$ cat config.mk
export PLATFORM = sky130hd
export DESIGN_NAME = serial_nibble_tx
export DESIGN_NICKNAME = d
export VERILOG_FILES = /design/src/rtl/serial_nibble_tx.sv
export SDC_FILE = /design/constraint.sdc
export NUM_CORES = 1
export LEC_CHECK = 0
export CELL_PAD_IN_SITES_DETAIL_PLACEMENT = 1
export CELL_PAD_IN_SITES_GLOBAL_PLACEMENT = 1
export CORE_MARGIN = 5
export CORE_UTILIZATION = 34
export DETAILED_ROUTE_END_ITERATION = 10
export HOLD_SLACK_MARGIN = 0.1
export PLACE_DENSITY_LB_ADDON = 0.3
export SLEW_MARGIN = 0
export SYNTH_ARGS = -nofsm -noshare
export SYNTH_HDL_FRONTEND = slang
export SYNTH_SLANG_ARGS = --single-unit
export TNS_END_PERCENT = 20
$ cat constraint.sdc
create_clock -name clk -period 2.4 [get_ports clk]
set_input_delay 0.72 -clock clk [delete_from_list [all_inputs] [get_ports clk]]
set_output_delay 0.72 -clock clk [all_outputs]
set_load 0.02 [all_outputs]
$ cat src/rtl/serial_nibble_tx.sv
module serial_nibble_tx #(
  parameter int DATA_W = 4,
  localparam int CNT_W = $clog2(DATA_W + 1)
) (
  input  logic       clk,
  input  logic       rst_n,
  input  logic       ctrl_we,
  input  logic [3:0] ctrl_wdata,
  output logic [3:0] ctrl_rdata,
  input  logic       data_we,
  input  logic [3:0] data_wdata,
  input  logic       auto_mode,
  input  logic [3:0] tap_tick,
  input  logic       port_dir_out,
  input  logic [3:0] port_out,
  output logic [3:0] pins_out,
  output logic [3:0] pins_oe,
  input  logic       pa2_in,
  output logic       cond_flag
);

  logic              en;
  logic [1:0]        sel, sel_act;
  logic [DATA_W-1:0] hold, shreg;
  logic              hold_full, busy, sclk, sdata, fin;
  logic [CNT_W-1:0]  cnt;

  wire tick      = tap_tick[sel_act];
  wire load      = en && hold_full && !busy;
  wire last_fall = busy && tick && sclk && (cnt == '0);
  wire wr_ok     = data_we && en;

  always_ff @(posedge clk or negedge rst_n)
    if (!rst_n) begin
      en  <= 1'b0;
      sel <= 2'b00;
    end else if (ctrl_we) begin
      en  <= ctrl_wdata[3];
      sel <= ctrl_wdata[1:0];
    end

  always_ff @(posedge clk or negedge rst_n)
    if (!rst_n) begin
      hold      <= '0;
      hold_full <= 1'b0;
    end else if (!en) begin
      hold_full <= 1'b0;
    end else if (wr_ok) begin
      hold      <= data_wdata[DATA_W-1:0];
      hold_full <= 1'b1;
    end else if (load) begin
      hold_full <= 1'b0;
    end

  always_ff @(posedge clk or negedge rst_n)
    if (!rst_n) begin
      busy    <= 1'b0;
      sclk    <= 1'b0;
      sdata   <= 1'b0;
      shreg   <= '0;
      cnt     <= '0;
      sel_act <= 2'b00;
    end else if (!en) begin
      busy    <= 1'b0;
      sclk    <= 1'b0;
      sel_act <= sel;
    end else if (load) begin
      busy    <= 1'b1;
      shreg   <= hold;
      cnt     <= CNT_W'(DATA_W);
      sel_act <= sel;
    end else if (!busy) begin
      sel_act <= sel;
    end else if (tick) begin
      if (!sclk) begin
        sclk  <= 1'b1;
        sdata <= shreg[0];
        shreg <= shreg >> 1;
        cnt   <= cnt - 1'b1;
      end else begin
        sclk    <= 1'b0;
        sel_act <= sel;
        if (cnt == '0) busy <= 1'b0;
      end
    end

  always_ff @(posedge clk or negedge rst_n)
    if (!rst_n)                      fin <= 1'b0;
    else if (wr_ok)                  fin <= 1'b0;
    else if (last_fall && !hold_full) fin <= 1'b1;

  wire take_pins = port_dir_out && en;
  wire status    = auto_mode ? fin : !hold_full;

  assign ctrl_rdata = {en, 1'b0, sel};
  assign pins_oe    = {4{port_dir_out}};
  assign pins_out   = take_pins ? {port_out[3:2], sdata, sclk} : port_out;
  assign cond_flag  = en ? status : pa2_in;

endmodule


==> flow_metrics.tcl <==
set metrics [dict create \
    grtUsageMet3 0.0300 \
    cp-start-kind "input pin" \
    grt_pass1_wl_um 4060 \
    arrival_ns 1.61 \
    ir_drop_mv 0.303 \
    timing.final.crit_share 0.973 \
    grt_pass1_vias 869 \
    initial_core_util 0.358 \
    synth-xor-area-share 0 \
    track_usage 0.122 \
    syn-num-nets 123 \
    busiest_layer "met2" \
    overflow 0 \
    synth_top_family_by_area "multiplexers" \
    power_uw 997 \
    fin_util 0.457 \
    routed_wl_um 2440 \
    synthCells 98 \
    multi_input_area_um2 482 \
    drtAntennaViolNets 0 \
    cts.sinks 21 \
    placed_area_um2 1410 \
    cts_buffers 3 \
    area_growth_pct 27.7 \
    path_class "input pin to primary output" \
    cp-end-kind "primary output" \
    clock_power_share 0.169 \
    ctsLongestPathBuffers 2 \
    status "finished, final reports clean" \
    finalSetupTns_ns 0 \
    die_h_um 67.1 \
    path_clk_slew_ns 0.11 \
    postCtsHoldBufs 0 \
    chipWidth_um 67.1 \
    ff_latch_area_um2 526 \
    timing.hold.ws_ns 0.506 \
    ys_seq_area_frac 0.474 \
    top_level_ports 36 \
    hold_viol 0 \
    hold_class "flop to flop" \
    pwr_density_cell_nw_per_um2 703 \
    vias_per_cell 4.99 \
    reg2reg_depth 3 \
    n_fill_cell 359 \
    drtIter0Drc 12 \
    netlist_area_um2 1110 \
    holdPathStages 1 \
    post_synth.cell_area_avg_um2 11.3 \
    report.final.slew_viol_count 0 \
    cp-startpoint "auto_mode" \
    gr-usage-met2 0.207 \
    num_rows 20 \
    pwr-share-comb 0.325 \
    power_frac_seq 0.506 \
    crit_fanout 2 \
    yosys.area_share.simple 0.117 \
    synth_mux_area_frac 0.160 \
    final_nets 149 \
    clk_latency_ns 0.30 \
    yosys.cell_types.count 29 \
    ys_warn_count 0 \
    synth_compound_area_frac 0.129 \
    route.detailed.drc 0 \
    intPower_uw 684 \
    cts-resized-gates 16 \
    antennaDiodeCount 0 \
    final_area_um2 1420 \
    p_sw_uw 313 \
    synth-adder-area-share 0.0225 \
    root_buffer "clkbuf_4" \
    setup_viol_count_final 0 \
    min_period_ns 2.33 \
    finalWeightedCongestion 0.713 \
    vias 834 \
    cts_setup_buffers 0 \
    cap_violations 0 \
    drt-pass1-iter-count 2 \
    grt_setup_unrepaired "false" \
    drive_above_1_share 0.220 \
    grtUsageMet1 0.145 \
    htreeDepth 1 \
    coreArea_um2 3100 \
    portBuffers 29 \
    cts_tree "done" \
    grt_max_degree 22 \
    critical_path_required_ns 1.68 \
    min-delay-start "fin$_DFFE_PN0P_" \
    synth-seq-cells 21 \
    synth-async-reset-ratio 1.00 \
    synth_enable_flop_cells 0 \
    wl_per_cell_um 14.6 \
    dp_hpwl_um 1940 \
    sw_frac_of_total 0.314 \
    antenna_found_initial 0 \
    timing.fmax_mhz 428 \
    p_leak_nw 0.622 \
    die_area_um2 4510 \
    finClkSkew_ns 0.00690 \
    synth-main-ff-cell "dfrtp_1" \
    rr_startpoint "sel_act[0]$_DFFE_PN0P_" \
]
## placed cells by master, fill, tap and decap left out, drive strengths merged, types with 2 or more instances in the layout
cell	n
o21ai	3
dlygate4sd2	4
mux2i	2
nor2b	3
a31oi	4
nand2	7
buf	8
nor2	4
a21oi	4
clkbuf	4
mux2	12
inv	5
ha	2
dfrtp	21
nor4bb	3
clkdlybuf4s50	21
o22a	3
## final timing paths
| path | end | slack [ns] |
|---|---|---|
| min reg2reg | fin$_DFFE_PN0P_ | 0.51 |
| max in group asynchronous | fin$_DFFE_PN0P_ | 1.43 |
| min | fin$_DFFE_PN0P_ | 0.51 |
| max | cond_flag | 0.07 |
| max reg2reg | sel_act[0]$_DFFE_PN0P_ | 0.78 |
| min in group asynchronous | en$_DFFE_PN0P_ | 0.75 |
## synth_stat cells (all sizes together), types with 2 or more instances
library cell	n	area (µm²)
mux2	12	135
o22a	3	26.3
nand2	7	26.3
inv	5	18.8
a21oi	4	23.8
o21ai	3	15.0
nor2b	3	18.8
a31oi	4	25.0
buf	9	71.3
nor4bb	3	30.0
ha	2	25.0
dfrtp	21	526
clkbuf	4	15.0
nor2	4	15.0
mux2i	2	20.0
## critical path, cell delays in order
cell             delay [ns]
clkdlybuf4s50_1        0.48
nor2_1                 0.05
a21oi_1                0.12
a21oi_1                0.08
buf_2                  0.17
## through the flow
step	worst slack [ns]	instances
after global routing	0.0207	167
after floorplan	0.422	98
after CTS	-0.0641	167
after global placement	-0.427	163
final	0.0656	167
after detailed placement	-0.446	163
## registers in the layout (all words and copies together), names as in the netlist
signal and count:
hold 4, shreg 4, cnt 3, sel 2
sel_act 2, busy 1, en 1, fin 1
hold_full 1, sclk 1, sdata 1
## metal layers
| layer | part of all wire | vias up |
|---|---|---|
| li1 | - | 393 |
| met2 | 0.50 | 15 |
| met1 | 0.44 | 420 |
| met3 | 0.046 | 6 |
| met4 | 0.016 | 0 |
| met5 | 0 | - |
## power groups by stage
stage | registers [mW] | clock network, mW | logic, mW
after floorplan | 0.490 | 0 | 0.245
after global placement | 0.509 | 0 | 0.328
after detailed placement | 0.513 | 0 | 0.340
after CTS | 0.506 | 0.172 | 0.333
after global routing | 0.519 | 0.195 | 0.362
final | 0.505 | 0.168 | 0.324
## cells by family (layout without fill, tap and decap cells)
group / Yosys count / after routing
AND/OR/NAND/NOR: 22 / 22
AO/OA/AOI/OAI: 19 / 19
buffers and inverters: 18 / 43
other: 1 / 1
adder cells (fa/ha/maj): 2 / 2
multiplexers: 15 / 15
flip-flops: 21 / 21
## final cells by class
class / count / area share
Sequential cell: 21 / 0.371
Multi-Input combinational cell: 59 / 0.340
Timing Repair Buffer: 34 / 0.219
Tap cell: 44 / 0.0388
Clock buffer: 4 / 0.0185
Inverter: 5 / 0.0132
(Power assumes the default switching activity.)
